<file path="src/rtl/pstep_pkg.sv">
package pstep_pkg;
    typedef enum logic [1:0] {
        ST_IDLE     = 2'd0,
        ST_WAIT_REF = 2'd1,
        ST_MEASURE  = 2'd2,
        ST_UNWIND   = 2'd3
    } ctl_state_t;
endpackage

</file>
<file path="src/rtl/pstep_clr_qual.sv">
module pstep_clr_qual #(
    parameter int SYNC_STAGES = 2,
    parameter int CLR_MIN     = 6
) (
    input  logic clk,
    input  logic rst_n,
    input  logic clr_n,
    output logic clr_hit
);
    localparam int CW = $clog2(CLR_MIN + 1);
    localparam logic [CW-1:0] CNT_TOP  = CW'(CLR_MIN);
    localparam logic [CW-1:0] CNT_FIRE = CW'(CLR_MIN - 1);

    logic [SYNC_STAGES-1:0] sync_q;
    logic [CW-1:0]          low_cnt;
    logic                   low_seen;

    assign low_seen = ~sync_q[SYNC_STAGES-1];

    always_ff @(posedge clk or negedge rst_n) begin
        if (!rst_n) begin
            sync_q <= '1;
        end else begin
            sync_q <= {sync_q[SYNC_STAGES-2:0], clr_n};
        end
    end

    always_ff @(posedge clk or negedge rst_n) begin
        if (!rst_n) begin
            low_cnt <= '0;
        end else if (!low_seen) begin
            low_cnt <= '0;
        end else if (low_cnt != CNT_TOP) begin
            low_cnt <= low_cnt + CW'(1);
        end
    end

    assign clr_hit = low_seen && (low_cnt == CNT_FIRE);


    clr_single_chk: assert property (@(posedge clk) disable iff (!rst_n)
        clr_hit |=> !clr_hit);

    generate
        if (CLR_MIN > 1) begin : g_min_chk

            clr_not_first_chk: assert property (@(posedge clk) disable iff (!rst_n)
                $rose(low_seen) |-> !clr_hit);
        end
    endgenerate
endmodule

</file>
<file path="src/rtl/pstep_delay_line.sv">
module pstep_delay_line #(
    parameter int PERIOD = 2500,
    parameter int DW     = 12
) (
    input  logic          clk,
    input  logic          rst_n,
    input  logic          ref_stb,
    input  logic [DW-1:0] delay,
    output logic          vref_stb
);
    localparam logic [DW-1:0] LAST = DW'(PERIOD - 1);
    localparam logic [DW-1:0] ONE  = DW'(1);

    logic [DW-1:0] ph_q;
    logic [DW-1:0] count_now;
    logic          fired_q;
    logic          hit;

    always_comb begin
        if (ref_stb) begin
            count_now = '0;
        end else if (ph_q == LAST) begin
            count_now = ph_q;
        end else begin
            count_now = ph_q + ONE;
        end
        hit = (count_now == delay) && (ref_stb || !fired_q);
    end

    always_ff @(posedge clk or negedge rst_n) begin
        if (!rst_n) begin
            ph_q     <= LAST;
            fired_q  <= 1'b1;
            vref_stb <= 1'b0;
        end else begin
            ph_q     <= count_now;
            fired_q  <= ref_stb ? hit : (fired_q | hit);
            vref_stb <= hit;
        end
    end


    once_per_ref_chk: assert property (@(posedge clk) disable iff (!rst_n)
        (vref_stb && !ref_stb) |=> !vref_stb);


    zero_delay_chk: assert property (@(posedge clk) disable iff (!rst_n)
        (ref_stb && delay == '0) |=> vref_stb);
endmodule

</file>
<file path="src/rtl/pstep_ctl.sv">
module pstep_ctl
    import pstep_pkg::*;
#(
    parameter int PERIOD     = 2500,
    parameter int DW         = 12,
    parameter int SLEW_TICKS = 1
) (
    input  logic          clk,
    input  logic          rst_n,
    input  logic          ref_stb,
    input  logic          fb_stb,
    input  logic          tie_en,
    input  logic          sw_cap,
    input  logic          frame_tick,
    input  logic          clr_hit,
    output logic [DW-1:0] delay
);
    localparam logic [DW-1:0] LAST   = DW'(PERIOD - 1);
    localparam logic [DW-1:0] HALF   = DW'(PERIOD / 2);
    localparam logic [DW-1:0] SLEW_W = DW'(SLEW_TICKS);
    localparam logic [DW:0]   PER_W  = (DW+1)'(PERIOD);
    localparam logic [DW-1:0] ONE    = DW'(1);

    ctl_state_t    st_q, st_nxt;
    logic [DW-1:0] meas_q;
    logic [DW-1:0] meas_inc;
    logic [DW-1:0] step_val;
    logic [DW:0]   up_gap;

    always_comb begin
        meas_inc = (meas_q == LAST) ? '0 : meas_q + ONE;
        up_gap   = PER_W - {1'b0, delay};
        if (delay <= HALF) begin
            step_val = (delay <= SLEW_W) ? '0 : delay - SLEW_W;
        end else begin
            step_val = (up_gap <= {1'b0, SLEW_W}) ? '0 : delay + SLEW_W;
        end
    end

    always_comb begin
        st_nxt = st_q;
        unique case (st_q)
            ST_IDLE: begin
                if (clr_hit)                st_nxt = ST_UNWIND;
                else if (sw_cap && tie_en)  st_nxt = ST_WAIT_REF;
            end
            ST_WAIT_REF: begin
                if (clr_hit)                st_nxt = ST_UNWIND;
                else if (ref_stb && fb_stb) st_nxt = ST_IDLE;
                else if (ref_stb)           st_nxt = ST_MEASURE;
            end
            ST_MEASURE: begin
                if (clr_hit)                st_nxt = ST_UNWIND;
                else if (fb_stb)            st_nxt = ST_IDLE;
            end
            ST_UNWIND: begin
                if (delay == '0)            st_nxt = ST_IDLE;
            end
            default:                        st_nxt = ST_IDLE;
        endcase
    end

    always_ff @(posedge clk or negedge rst_n) begin
        if (!rst_n) begin
            st_q <= ST_IDLE;
        end else begin
            st_q <= st_nxt;
        end
    end

    always_ff @(posedge clk or negedge rst_n) begin
        if (!rst_n) begin
            delay  <= '0;
            meas_q <= '0;
        end else begin
            unique case (st_q)
                ST_IDLE: begin
                    meas_q <= '0;
                end
                ST_WAIT_REF: begin
                    if (!clr_hit && ref_stb) begin
                        if (fb_stb) delay  <= '0;
                        else        meas_q <= ONE;
                    end
                end
                ST_MEASURE: begin
                    if (!clr_hit) begin
                        if (fb_stb) delay  <= meas_q;
                        else        meas_q <= meas_inc;
                    end
                end
                ST_UNWIND: begin
                    if (frame_tick && delay != '0) delay <= step_val;
                end
                default: begin
                    meas_q <= '0;
                end
            endcase
        end
    end


    slew_down_chk: assert property (@(posedge clk) disable iff (!rst_n)
        (st_q == ST_UNWIND && frame_tick && delay != '0 && delay <= HALF)
        |=> (delay < $past(delay)) && (($past(delay) - delay) <= SLEW_W));


    slew_up_chk: assert property (@(posedge clk) disable iff (!rst_n)
        (st_q == ST_UNWIND && frame_tick && delay > HALF)
        |=> (delay == '0) || ((delay > $past(delay)) && ((delay - $past(delay)) <= SLEW_W)));


    idle_hold_chk: assert property (@(posedge clk) disable iff (!rst_n)
        (st_q == ST_IDLE && !clr_hit) |=> $stable(delay));


    unwind_end_chk: assert property (@(posedge clk) disable iff (!rst_n)
        (st_q == ST_UNWIND && delay == '0) |=> (st_q == ST_IDLE));


    unwind_no_cap_chk: assert property (@(posedge clk) disable iff (!rst_n)
        (st_q == ST_UNWIND) |=> (st_q == ST_UNWIND || st_q == ST_IDLE));
endmodule

</file>
<file path="src/rtl/pstep_absorber.sv">
module pstep_absorber #(
    parameter int PERIOD      = 2500,
    parameter int SLEW_TICKS  = 1,
    parameter int CLR_MIN     = 6,
    parameter int SYNC_STAGES = 2
) (
    input  logic clk,
    input  logic rst_n,
    input  logic ref_stb,
    input  logic fb_stb,
    input  logic tie_en,
    input  logic sw_cap,
    input  logic clr_n,
    input  logic frame_tick,
    output logic vref_stb
);
    localparam int DW = $clog2(PERIOD);

    logic          clr_hit;
    logic [DW-1:0] delay;

    pstep_clr_qual #(
        .SYNC_STAGES (SYNC_STAGES),
        .CLR_MIN     (CLR_MIN)
    ) u_clr (
        .clk     (clk),
        .rst_n   (rst_n),
        .clr_n   (clr_n),
        .clr_hit (clr_hit)
    );

    pstep_ctl #(
        .PERIOD     (PERIOD),
        .DW         (DW),
        .SLEW_TICKS (SLEW_TICKS)
    ) u_ctl (
        .clk        (clk),
        .rst_n      (rst_n),
        .ref_stb    (ref_stb),
        .fb_stb     (fb_stb),
        .tie_en     (tie_en),
        .sw_cap     (sw_cap),
        .frame_tick (frame_tick),
        .clr_hit    (clr_hit),
        .delay      (delay)
    );

    pstep_delay_line #(
        .PERIOD (PERIOD),
        .DW     (DW)
    ) u_dly (
        .clk      (clk),
        .rst_n    (rst_n),
        .ref_stb  (ref_stb),
        .delay    (delay),
        .vref_stb (vref_stb)
    );
endmodule

</file>
<file path="config.mk">
export PLATFORM = sky130hd
export DESIGN_NAME = pstep_absorber
export DESIGN_NICKNAME = d
export VERILOG_FILES = /design/src/rtl/pstep_pkg.sv /design/src/rtl/pstep_clr_qual.sv /design/src/rtl/pstep_delay_line.sv /design/src/rtl/pstep_ctl.sv /design/src/rtl/pstep_absorber.sv
export SDC_FILE = /design/constraint.sdc
export NUM_CORES = 1
export LEC_CHECK = 0
export BUFFER_PORTS_ARGS = -buffer_cell sky130_fd_sc_hd__buf_2
export CAP_MARGIN = 20
export CORE_UTILIZATION = 63
export CTS_CLUSTER_SIZE = 8
export DETAILED_ROUTE_END_ITERATION = 8
export HOLD_SLACK_MARGIN = 0.03
export PLACE_DENSITY = 0.76
export SLEW_MARGIN = 20
export SYNTH_ARGS = -nofsm -noshare
export SYNTH_HDL_FRONTEND = slang
export SYNTH_HIERARCHICAL = 1
export SYNTH_SLANG_ARGS = --single-unit
</file>
<file path="constraint.sdc">
create_clock -name clk -period 3 [get_ports clk]
set_input_delay 0.15 -clock clk [delete_from_list [all_inputs] [get_ports clk]]
set_output_delay 0.15 -clock clk [all_outputs]
set_load 0.005 [all_outputs]
</file>
---- After elaboration in Yosys (flattened, before gate mapping) ----
Cells that the tools add are included.
operators by class
  magnitude comparators ................... 3
  mux-type cells .......................... 29
  bitwise operators ....................... 2
  equality and inequality tests ........... 19
  add/sub/neg operators ................... 6
  reduce and logical (&&, ||, !) cells .... 18
operator list
  kind                                                                                 number
  12-bit two-way mux                                                                   15
  12-bit case mux with 3 select lines                                                  2
  12-bit by 1-bit adder with 12-bit output (second input constant)                     3
  12-bit equality test (second input constant)                                         2
  2-bit two-way mux                                                                    8
  13-bit by 1-bit less-or-equal comparator with 1-bit output (second input constant)   1
  12-bit by 12-bit subtractor with 13-bit output (first input constant)                1
  12-bit equality test                                                                 1
  12-bit by 1-bit less-or-equal comparator with 1-bit output (second input constant)   1
  12-bit by 11-bit less-or-equal comparator with 1-bit output (second input constant)  1
  12-bit logical NOT                                                                   1
  12-bit nonzero test                                                                  1
  12-bit by 1-bit subtractor with 12-bit output (second input constant)                1
  2-bit inequality test (second input constant)                                        5
  2-bit case mux with 4 select lines                                                   1
  1-bit logical AND                                                                    6
  3-bit two-way mux                                                                    2
  2-bit by 1-bit inequality test with 1-bit output (second input constant)             3
  6-bit AND reduction                                                                  1
  3-bit nonzero test                                                                   2
  5-bit AND reduction                                                                  1
  2-bit equality test (second input constant)                                          2
  4-bit by 2-bit inequality test with 1-bit output (second input constant)             1
  4-bit AND reduction                                                                  1
  other kinds (13)                                                                     14
storage, ports and cells
  output and inout port bits .............. 1
  bits of input ports ..................... 8
  bits in registers ....................... 45

---- Logic depth before layout (Yosys ltp) ----
Gate-level depths: netlist of run 1.
  depth in word-level cells ............... 7
  depth in mapped cells ................... 11
  gate-level depth less buffers ........... 10

---- Modules after synthesis ----
Netlist of run 1, hierarchy kept.
modules (own cells, without submodules)
  module            cells each  seq. area each (um2)  area an instance (um2)  instances
  pstep_ctl         251         650.6                 2134.5                  1
  pstep_delay_line  114         359.1                 1064.8                  1
  pstep_clr_qual    20          127.6                 234.0                   1

---- Worst setup path after synthesis of run 1 ----
No wires, ideal clock.
  path type ............................... register to register
  start ................................... register u_dly.ph_q[0]
  end ..................................... register u_dly.vref_stb
  stages on the path, launching flop included .. 8
  setup slack ............................. 0.716 ns
  arrival time ............................ 2.189 ns
  cell sequence ........................... dfstp_2 > ha_1 > inv_1 > or4_1 > and3_1 > nor4b_4 > nand4_1 > nor4b_2
between the ends
  word-level cells in the longest chain between the ends .. 5
  elaborated cells on any way between the ends .. 6
  those cells by class .................... add/sub: 1; eq/ne: 2; mux: 2; reduce/logical: 1
ends and longest elaborated chain
  element                                                                                  RTL line                                        text
  start, declared                                                                          pstep_delay_line.sv:14                          logic [DW-1:0] ph_q;
  start signal, assigned                                                                   pstep_delay_line.sv:36                          ph_q <= count_now;
  12-bit by 1-bit adder with 12-bit output / 12-bit equality test (equally long branches)  pstep_delay_line.sv:25, pstep_delay_line.sv:22
  12-bit two-way mux (*)                                                                   pstep_delay_line.sv:22                          end else if (ph_q == LAST) begin
  12-bit two-way mux (*)                                                                   pstep_delay_line.sv:20                          if (ref_stb) begin
  12-bit equality test (*)                                                                 pstep_delay_line.sv:27                          hit = (count_now == delay) && (ref_stb || !fired_q);
  1-bit logical AND (*)                                                                    pstep_delay_line.sv:27
  net u_dly.hit                                                                            pstep_delay_line.sv:17                          logic hit;
  end signal, assigned                                                                     pstep_delay_line.sv:38                          vref_stb <= hit;
  end, declared                                                                            pstep_delay_line.sv:9                           output logic vref_stb
The timed path passes the listed nets; every way through them passes the cells marked *.
A chain may end at the register's enable or synchronous reset.

---- Worst setup path after layout of run 1 ----
  start ................................... register u_dly.ph_q[3]
  end ..................................... register u_dly.vref_stb
The elaborated chain is that of the path after synthesis.

==> results.py, run 1 <==
metrics = {
    "status": {
        "outcome": "complete, no violations",
    },
    "min_path": {
        "hold_depth": 2,
        "min_delay_worst_endpoint": "u_dly/ph_q[11]$_DFF_PN1_",
        "hp-class": "primary input to flop",
        "min_from": "ref_stb",
    },
    "worst_setup_path": {
        "crit_path_start_kind": "flop",
        "r2r_start": "u_dly/ph_q[3]$_DFF_PN0_",
        "worstReg2RegEnd": "u_dly/vref_stb$_DFF_PN0_",
        "required_ns": 3.20,
        "setup.worst_path.class": "flop to flop",
        "cp-end-kind": "flop",
        "critPathMaxFanout": 13,
        "reg2reg_depth": 6,
        "arrival_ns": 2.78,
        "rrSetupSlack_ns": 0.42,
    },
    "floorplan": {
        "fp.dieH_um": 75.8,
        "die_w_um": 75.8,
        "io_pins": 9,
        "die_area_um2": 5750,
        "core_area_um2": 5170,
        "rows": 26,
        "start_util": 0.664,
    },
    "routing": {
        "wl_um": 8070,
        "drc": 0,
        "num_vias": 3065,
        "viasPerCell": 6.59,
        "drt_first_pass_iters": 5,
        "ant_nets": 0,
        "drt_iter0_drc": 275,
        "wire_per_inst_um": 17.4,
    },
    "synth": {
        "syn_nets": 406,
        "synthFlopType": "dfrtp_1",
        "synth.distinct_cells": 75,
        "async_reset_ff_frac": 1.00,
        "synth.avg_cell_area_um2": 8.92,
        "synthCells": 385,
        "synth_seq_cells": 45,
        "synth_edf_count": 0,
        "ys_warn_count": 6,
        "synth_area_um2": 3430,
        "ys_seq_area_frac": 0.331,
    },
    "timing": {
        "hold_violations": 0,
        "fmax_ghz": 0.387,
        "slew_headroom": 0.487,
        "period_minus_slack_ns": 2.58,
        "setup_viol": 0,
        "holdWs_ns": 0.262,
        "slew_violations": 0,
        "rsz0062_at_grt": "no",
        "fin_setup_tns_ns": 0,
        "fin_crit_sh": 0.860,
        "finalClockSkew_ns": 0.00748,
        "worstMarginPinSlew_ns": 0.767,
    },
    "layout": {
        "layout_common_cells": "36 x dfrtp_1, 30 x nor2_1, 29 x nand2_1",
        "nNetsFinal": 415,
        "fillers": 400,
        "final_layout_size_suffix_gt1_frac": 0.162,
        "syn2layout_area_growth_pct": 6.30,
        "diodes": 0,
        "layout_commonest_cell": "dfrtp_1",
        "post-route-util": 0.706,
    },
    "job": {
        "cap_violations": 0,
    },
    "clock_network": {
        "cts_max_level": 2,
        "post_cts_resized": 0,
        "cts_tree": "done",
        "cts_sinks": 45,
        "clockRootBuffer": "clkbuf_8",
        "path_clk_slew_ns": 0.08,
        "post_cts.repair.setup_buffers": 0,
        "clockBufferDepth": 2,
        "worstSkewPairLatency_ns": 0.30,
        "cts_made_buffers": 5,
    },
    "placed_design": {
        "hpwl_um": 5720,
        "port_buffers": 8,
        "place_congestion": 0.904,
    },
    "power_and_ir_drop": {
        "power_density_nw_per_um2": 499,
        "leakagePower_nw": 1.52,
        "ir_worst_vdd_mv": 0.276,
    },
    "global_route": {
        "grt_pass1_wl_um": 13200,
        "grt_pass1_vias": 2788,
        "grt_max_degree": 46,
        "grt_usage": 0.306,
        "antenna_found_initial": 0,
        "overflow": 0,
    },
}
==> repair_timing <==
| item | 4_1_cts | 5_1_grt |
|---|---|---|
| hold buffers | 1 | 1 |
| hold endpoints to repair | 1 | 36 |
| setup endpoints to repair | 0 | 0 |
==> final cells by class <==
cell class	instances	area, um2	area share
flip-flops and latches	45	1140	0.312
clock buffers	6	72.6	0.0199
repair buffers	19	130	0.0357
inverters	17	63.8	0.0175
well taps	70	87.6	0.0240
multi-input cells	306	2120	0.582
clock inverters	2	35.0	0.00960
==> state kept, by name, indices dropped and copies added (netlist names) <==
name	cells
u_clr/low_cnt	3
u_clr/sync_q	2
u_ctl/delay	12
u_ctl/meas_q	12
u_ctl/st_q	2
u_dly/fired_q	1
u_dly/ph_q	12
u_dly/vref_stb	1
==> worst max-delay path, cell delays in order (launching register included) <==
cell     delay, ns
dfrtp_1       0.50
nand4_1       0.44
or4_1         0.60
and3_1        0.25
nor4b_4       0.29
nand4_1       0.14
nor4b_2       0.28
==> how the worst max path moves through the flow <==
stage / from / end / slack [ns] / cells after the start
floorplan: u_dly/ph_q[0]$_DFF_PN1_ / u_dly/vref_stb$_DFF_PN0_ / 0.72 / 7
CTS: u_dly/ph_q[3]$_DFF_PN0_ / u_dly/vref_stb$_DFF_PN0_ / 0.45 / 6
detailed placement: u_dly/ph_q[3]$_DFF_PN0_ / u_dly/vref_stb$_DFF_PN0_ / 0.48 / 6
global route: u_dly/ph_q[3]$_DFF_PN0_ / u_dly/vref_stb$_DFF_PN0_ / 0.22 / 6
finish: u_dly/ph_q[3]$_DFF_PN0_ / u_dly/vref_stb$_DFF_PN0_ / 0.42 / 6
global placement: u_dly/ph_q[3]$_DFF_PN0_ / u_dly/vref_stb$_DFF_PN0_ / 0.60 / 6
==> cell families (layout without fill, tap and decap cells) <==
kind of cell / after synthesis / in the layout / synth area share
compound gates: 103 / 103 / 0.221
simple gates: 164 / 164 / 0.274
buf+inv: 34 / 44 / 0.0503
xor+xnor: 11 / 11 / 0.0303
flops: 45 / 45 / 0.331
fa+ha+maj: 13 / 13 / 0.0474
mux: 15 / 15 / 0.0463
==> where the power goes <==
group          switching, mW  internal [mW]  total, mW
registers             0.0976          0.665      0.762
clock network          0.203          0.247      0.450
logic                  0.363          0.244      0.608
==> through the flow <==
step	power [mW]	setup WS, ns	cell area (um2)	cells
3_3_place_gp	1.35	0.602	3520	455
4_1_cts	1.81	0.452	3640	464
3_5_place_dp	1.36	0.476	3520	455
2_1_floorplan	1.22	0.716	3430	385
6_report	1.82	0.419	3650	465
5_1_grt	1.93	0.221	3650	465
==> cell usage after synthesis, drive strengths merged (3+ instances only) <==
library cell,count,area (um2)
dfrtp,36,901
nor2,31,124
nand2,30,120
o21ai,27,135
nand3,23,115
inv,17,63.8
a21oi,14,70.1
ha,13,163
nor3,13,65.1
o31ai,13,111
nor2b,12,75.1
a31oi,10,77.6
and3,10,62.6
clkbuf,9,33.8
dfstp,9,236
or4,9,82.6
mux2i,8,80.1
xnor2,8,77.6
buf,7,56.3
mux2,7,78.8
nand2b,7,43.8
nand4,5,31.3
o311ai,4,35.0
a22oi,3,22.5
a41oi,3,45.1
nor3b,3,22.5
nor4,3,33.8
nor4b,3,47.5
o211ai,3,22.5
o21a,3,22.5
or2,3,18.8
xor2,3,26.3
==> routing by layer <==
layer | vias to the layer above | wire length, um | GRT usage
li1 | 1460 | - | -
met1 | 1501 | 3960 | 0.439
met2 | 94 | 3700 | 0.476
met3 | 10 | 321 | 0.0450
met4 | 0 | 85 | 0.0967
met5 | - | 0 | 0
Note: power is estimated with default switching activity, not from simulation.
==> run 2: changes to the inputs <==
--- a/config.mk
+++ b/config.mk
@@ -7,11 +7,11 @@
 export LEC_CHECK = 0
 export BUFFER_PORTS_ARGS = -buffer_cell sky130_fd_sc_hd__buf_2
 export CAP_MARGIN = 20
-export CORE_UTILIZATION = 63
+export CORE_UTILIZATION = 30
 export CTS_CLUSTER_SIZE = 8
 export DETAILED_ROUTE_END_ITERATION = 8
 export HOLD_SLACK_MARGIN = 0.03
-export PLACE_DENSITY = 0.76
+export PLACE_DENSITY = 0.4
 export SLEW_MARGIN = 20
 export SYNTH_ARGS = -nofsm -noshare
 export SYNTH_HDL_FRONTEND = slang
==> run 2 against run 1 <==
Net effect: count of clock-buffer cells in the layout rose by 2; clock power rose by 27%; first-iteration DRC count fell by 50%; setup slack improved by 0.032 ns; core utilization fell by 36 points; combinational power fell by 2%; register-to-register slack improved by 0.03 ns; fmax rose by 1.2%; clock skew fell by 0.00096 ns; critical endpoint unchanged; largest cell class unchanged; largest power group unchanged.
==> results.py, run 2 (synthesis gave the netlist of run 1 again) <==
metrics = {
    "status": {
        "outcome": "complete, no violations",
    },
    "power_and_ir_drop": {
        "switching_share": 0.358,
        "p_seq_frac": 0.402,
        "p_switching_mw": 0.698,
        "p_int_mw": 1.25,
        "leakagePower_nw": 1.56,
        "combPwrFrac": 0.304,
        "ir_worst_vdd_mv": 0.244,
        "clkPwrFrac": 0.294,
        "power_density_nw_per_um2": 511,
    },
    "layout": {
        "syn2layout_area_growth_pct": 11.1,
        "nNetsFinal": 420,
        "fillers": 1122,
        "post-route-util": 0.347,
        "final_layout_size_suffix_gt1_frac": 0.170,
        "layout_commonest_cell": "dfrtp_1",
        "top_regs": "u_ctl/delay (12), u_ctl/meas_q (12), u_dly/ph_q (12)",
        "diodes": 0,
        "layout_common_cells": "36 x dfrtp_1, 30 x nor2_1, 29 x nand2_1",
    },
    "placed_design": {
        "hpwl_um": 6590,
        "port_buffers": 8,
        "place_ws_ns": 0.464,
        "place_congestion": 0.754,
    },
    "worst_setup_path": {
        "r2r_start": "u_dly/ph_q[3]$_DFF_PN0_",
        "cp-startpoint": "u_dly/ph_q[3]$_DFF_PN0_",
        "critical_path_buf_inv_count": 0,
        "critPathMaxFanout": 13,
        "cp-end-kind": "flop",
        "setup.worst_path.class": "flop to flop",
        "arrival_ns": 2.75,
        "required_ns": 3.20,
        "slowest_delay_ns": 0.63,
        "path_delay_family": "simple AND/OR/NAND/NOR gates",
        "crit_chain": "nand4_1 -> or4_1 -> a21oi_1 -> xnor2_1 -> o211ai_1 -> nor4b_2",
        "reg2reg_depth": 6,
        "cp.depth": 6,
        "crit_path_start_kind": "flop",
        "crit_path_top_delay_cell": "or4_1",
    },
    "routing": {
        "drc": 0,
        "num_vias": 2934,
        "drt_iter0_drc": 137,
        "ant_nets": 0,
        "viasPerCell": 5.43,
        "wl_um": 9060,
        "wire_per_inst_um": 16.8,
        "drt_first_pass_iters": 4,
    },
    "global_route": {
        "grt_pass1_vias": 2837,
        "overflow": 0,
        "antenna_found_initial": 0,
        "grt_usage": 0.173,
        "grt_pass1_wl_um": 15300,
        "grt_max_degree": 41,
    },
    "floorplan": {
        "rows": 38,
        "io_pins": 9,
        "die_w_um": 109,
        "die_area_um2": 11900,
        "start_util": 0.313,
        "fp.dieH_um": 109,
        "core_area_um2": 11000,
    },
    "timing": {
        "setup_viol": 0,
        "fin_crit_sh": 0.850,
        "fin_setup_tns_ns": 0,
        "fmax_ghz": 0.392,
        "finalClockSkew_ns": 0.00652,
        "slew_violations": 0,
        "finalWorstSetupSlack_ns": 0.450,
        "hold_violations": 0,
        "rsz0062_at_grt": "no",
        "worstMarginPinSlew_ns": 0.802,
        "slew_headroom": 0.463,
        "period_minus_slack_ns": 2.55,
    },
    "clock_network": {
        "post_cts.repair.setup_buffers": 0,
        "cts_max_level": 2,
        "cts_tree": "done",
        "cts_made_buffers": 5,
        "clockBufferDepth": 2,
        "worstSkewPairLatency_ns": 0.30,
        "clockRootBuffer": "clkbuf_16",
        "ctsHoldBuffers": 1,
        "post_cts_resized": 0,
        "path_clk_slew_ns": 0.06,
        "cts_sinks": 45,
    },
    "min_path": {
        "hp-class": "primary input to flop",
        "min_from": "ref_stb",
        "hold_depth": 2,
    },
    "job": {
        "cap_violations": 0,
    },
}
-- run 2: area by class of cell --
type,count,area (um2),area share
Clock buffer,8,146,0.0384
Inverter,17,63.8,0.0167
Multi-Input combinational cell,306,2120,0.557
Sequential cell,45,1140,0.298
Tap cell,140,175,0.0459
Timing Repair Buffer,24,168,0.0440
-- run 2: final timing paths --
check / to / slack (ns)
max: u_dly/vref_stb$_DFF_PN0_ / 0.45
min reg2reg: u_clr/sync_q[1]$_DFF_PN1_ / 0.35
min: u_dly/ph_q[9]$_DFF_PN0_ / 0.27
max in group asynchronous: u_dly/ph_q[7]$_DFF_PN1_ / 2.01
max reg2reg: u_dly/vref_stb$_DFF_PN0_ / 0.45
min in group asynchronous: u_dly/ph_q[10]$_DFF_PN0_ / 0.39
-- run 2: per-stage QoR --
step	area [um2]	hold slack, ns	cells	total power [mW]
2_1_floorplan	3430	-0.146	385	1.22
3_3_place_gp	3640	0.257	530	1.39
3_5_place_dp	3640	0.256	530	1.39
4_1_cts	3800	0.0675	539	1.98
5_1_grt	3810	0.314	540	2.09
6_report	3810	0.273	540	1.95
-- run 2: worst reg2reg max path: cells and delay by family, from the launching register on --
| kind | cells | cell delay, ns |
|---|---|---|
| AO/OA/AOI/OAI | 2 | 0.42 |
| XOR/XNOR | 1 | 0.19 |
| AND/OR/NAND/NOR | 3 | 1.35 |
| flip-flops | 1 | 0.50 |
-- run 2: power by group through the flow --
stage / clock network, mW / logic, mW / registers, mW
2_1_floorplan: 0 / 0.477 / 0.743
3_3_place_gp: 0 / 0.593 / 0.797
3_5_place_dp: 0 / 0.587 / 0.798
4_1_cts: 0.606 / 0.592 / 0.787
5_1_grt: 0.626 / 0.667 / 0.801
6_report: 0.573 / 0.593 / 0.784
-- run 2: layer usage --
layer	part of all wire	track usage	up-vias
li1	-	-	1463
met1	0.52	0.250	1420
met2	0.44	0.254	47
met3	0.035	0.0365	4
met4	0.0095	0.0521	0
met5	0	0	-
==> run 3: changes to the inputs <==
--- a/config.mk
+++ b/config.mk
@@ -5,6 +5,7 @@
 export SDC_FILE = /design/constraint.sdc
 export NUM_CORES = 1
 export LEC_CHECK = 0
+export ABC_AREA = 1
 export BUFFER_PORTS_ARGS = -buffer_cell sky130_fd_sc_hd__buf_2
 export CAP_MARGIN = 20
 export CORE_UTILIZATION = 30
==> constraint.sdc (replaced) <==
create_clock -name clk -period 2.6 [get_ports clk]
set_input_delay 0.13 -clock clk [delete_from_list [all_inputs] [get_ports clk]]
set_output_delay 0.13 -clock clk [all_outputs]
set_load 0.005 [all_outputs]
==> run 3 against run 2 <==
Net effect: die area rose by 15%; non-clock buffer count shrank 5; clock skew fell by 0.0039 ns; synthesized area grew 16%; setup slack got worse by 0.070 ns; via count increased by 29%; register-to-register slack got worse by 0.07 ns; combinational power rose to 4.5 times the previous value; cell count grew 45%; critical endpoint is now u_ctl/meas_q[7]$_DFFE_PN0P_; highest routed layer unchanged; clock power increased by 31%; largest power group is now combinational logic; first-iteration DRC count up 66%; sequential share of layout area decreased by 3.6 points.
==> results.py, run 3 <==
metrics = {
    "status": {
        "outcome": "complete, no violations",
    },
    "synth": {
        "synthTopCellsByCount": "167 x nand2_1, 78 x inv_1, 68 x nand3_1, 61 x nor2_1, 36 x dfrtp_1",
        "synthTopCellsByArea": "dfrtp_1 23%, nand2_1 16%, nand3_1 8.6%",
        "synthCells": 600,
        "yosysMostFrequentCell": "nand2_1",
        "synth.avg_cell_area_um2": 6.61,
        "synth_edf_count": 0,
        "synthFlopType": "dfrtp_1",
        "async_reset_ff_frac": 1.00,
        "syn_nets": 621,
        "yosysTopAreaCellShare": 0.227,
        "synth_area_um2": 3970,
        "synth_seq_cells": 45,
        "synth.distinct_cells": 45,
        "ys_warn_count": 6,
        "synth_top_cell_by_area": "dfrtp_1",
        "ys_seq_area_frac": 0.287,
    },
    "worst_setup_path": {
        "reg2reg_depth": 11,
        "arrival_ns": 2.39,
        "worstReg2RegEnd": "u_ctl/meas_q[7]$_DFFE_PN0P_",
        "critPathMaxFanout": 11,
        "crit_path_start_kind": "flop",
        "required_ns": 2.77,
        "r2r_start": "u_clr/low_cnt[0]$_DFFE_PN0P_",
        "cp-end-kind": "flop",
        "rrSetupSlack_ns": 0.38,
        "setup.worst_path.class": "flop to flop",
    },
    "clock_network": {
        "cts_sinks": 45,
        "clockRootBuffer": "clkbuf_16",
        "cts_made_buffers": 5,
        "post_cts_resized": 0,
        "ctsHoldBuffers": 2,
        "post_cts.repair.setup_buffers": 0,
        "path_clk_slew_ns": 0.06,
        "cts_max_level": 2,
        "worstSkewPairLatency_ns": 0.29,
        "cts_tree": "done",
        "clockBufferDepth": 2,
    },
    "timing": {
        "fin_setup_tns_ns": 0,
        "hold_violations": 0,
        "slew_violations": 0,
        "period_minus_slack_ns": 2.22,
        "finalClockSkew_ns": 0.00260,
        "rsz0062_at_grt": "no",
        "worstMarginPinSlew_ns": 0.679,
        "setup_viol": 0,
        "slew_headroom": 0.547,
        "fin_crit_sh": 0.854,
        "fmax_ghz": 0.450,
    },
    "layout": {
        "final_layout_size_suffix_gt1_frac": 0.124,
        "syn2layout_area_growth_pct": 9.30,
        "top_regs": "u_ctl/delay (12), u_ctl/meas_q (12), u_dly/ph_q (12)",
        "layout_common_cells": "167 x nand2_1, 78 x inv_1, 68 x nand3_1",
        "post-route-util": 0.340,
        "fillers": 1377,
        "nNetsFinal": 631,
        "instances_no_fill": 783,
        "final_area_um2": 4340,
        "layout_commonest_cell": "nand2_1",
        "diodes": 0,
    },
    "power_and_ir_drop": {
        "ir_worst_vdd_mv": 0.381,
        "combPwrFrac": 0.576,
        "p_int_mw": 2.19,
        "p_switching_mw": 2.40,
        "switching_share": 0.523,
        "power_density_nw_per_um2": 1060,
        "p_seq_frac": 0.261,
        "leakagePower_nw": 2.12,
        "clkPwrFrac": 0.163,
    },
    "floorplan": {
        "io_pins": 9,
        "rows": 41,
        "core_area_um2": 12800,
        "fp.dieH_um": 117,
        "start_util": 0.311,
        "die_area_um2": 13700,
        "die_w_um": 117,
    },
    "placed_design": {
        "hpwl_um": 8780,
        "port_buffers": 8,
        "place_inst": 773,
        "place_congestion": 0.870,
        "placed_area_um2": 4140,
    },
    "routing": {
        "wl_um": 11100,
        "num_vias": 3791,
        "drt_first_pass_iters": 5,
        "ant_nets": 0,
        "drc": 0,
        "drt_iter0_drc": 227,
        "viasPerCell": 4.84,
        "wire_per_inst_um": 14.2,
    },
    "min_path": {
        "min_delay_worst_endpoint": "u_dly/ph_q[11]$_DFF_PN1_",
        "hp-class": "primary input to flop",
        "min_from": "ref_stb",
        "hold_depth": 2,
    },
    "global_route": {
        "grt_pass1_wl_um": 18500,
        "grt_usage": 0.179,
        "grt_max_degree": 22,
        "overflow": 0,
        "antenna_found_initial": 0,
        "grt_pass1_vias": 3535,
    },
    "job": {
        "cap_violations": 0,
    },
}
==> run 3: final cells by class <==
| type | instances | area, um2 | share of cell area |
|---|---|---|---|
| Clock buffer | 7 | 143 | 0.0329 |
| Clock inverter | 1 | 30.0 | 0.00692 |
| Inverter | 86 | 323 | 0.0744 |
| Multi-Input combinational cell | 453 | 2360 | 0.544 |
| Sequential cell | 45 | 1140 | 0.262 |
| Tap cell | 172 | 215 | 0.0496 |
| Timing Repair Buffer | 19 | 128 | 0.0294 |
==> run 3: logic make-up after synthesis <==
kind of cell,synth area share
DFF,0.287
xor gates and xnor gates,0.0199
adders and majority gates,0.0410
buffers and inverters,0.118
and+or+nand+nor,0.426
AOI/OAI and AO/OA,0.108
==> run 3: layer usage <==
| layer | global-route usage | wire length (um) | vias up |
|---|---|---|---|
| li1 | - | - | 1951 |
| met1 | 0.249 | 5370 | 1750 |
| met5 | 0 | 0 | - |
| met4 | 0.0565 | 187 | 0 |
| met3 | 0.0232 | 376 | 16 |
| met2 | 0.289 | 5170 | 74 |
==> run 3: worst max path at each step <==
stage                                         endpoint  slack (ns)                         start  cells past startpoint
after floorplan           u_ctl/meas_q[10]$_DFFE_PN0P_        0.80  u_clr/low_cnt[1]$_DFFE_PN0P_                     13
after global placement     u_ctl/meas_q[7]$_DFFE_PN0P_        0.43  u_clr/low_cnt[1]$_DFFE_PN0P_                     12
after detailed placement   u_ctl/meas_q[7]$_DFFE_PN0P_        0.40  u_clr/low_cnt[0]$_DFFE_PN0P_                     11
after CTS                  u_ctl/meas_q[7]$_DFFE_PN0P_        0.38  u_clr/low_cnt[0]$_DFFE_PN0P_                     11
after global routing       u_ctl/meas_q[6]$_DFFE_PN0P_        0.14  u_clr/low_cnt[1]$_DFFE_PN0P_                     12
final                      u_ctl/meas_q[7]$_DFFE_PN0P_        0.38  u_clr/low_cnt[0]$_DFFE_PN0P_                     11
==> run 3: power groups by stage <==
| stage | Sequential (mW) | Combinational (mW) | Clock [mW] |
|---|---|---|---|
| after floorplan | 1.00 | 2.25 | 0 |
| after global placement | 1.22 | 2.66 | 0 |
| after detailed placement | 1.22 | 2.61 | 0 |
| after CTS | 1.20 | 2.63 | 0.773 |
| after global routing | 1.23 | 2.97 | 0.813 |
| final | 1.20 | 2.64 | 0.748 |
==> run 3: critical path: stages, from the launching register on <==
cell and delay, ns:
dfrtp_1 0.42, ha_1 0.21, nand2_1 0.06, nor2_1 0.07, nand2_1 0.08, o21ai_0 0.10
nor2_1 0.12, nand2_1 0.20, inv_1 0.32, nand3_1 0.17, o21ai_0 0.26, a2bb2oi_1 0.09
==> run 3: per-stage QoR <==
step | setup slack (ns) | hold WS (ns) | power [mW]
3_3_place_gp | 0.427 | 0.0268 | 3.87
3_5_place_dp | 0.401 | 0.0295 | 3.83
2_1_floorplan | 0.803 | -0.166 | 3.26
4_1_cts | 0.383 | 0.0517 | 4.60
5_1_grt | 0.139 | 0.0478 | 5.02
6_report | 0.380 | 0.0510 | 4.59
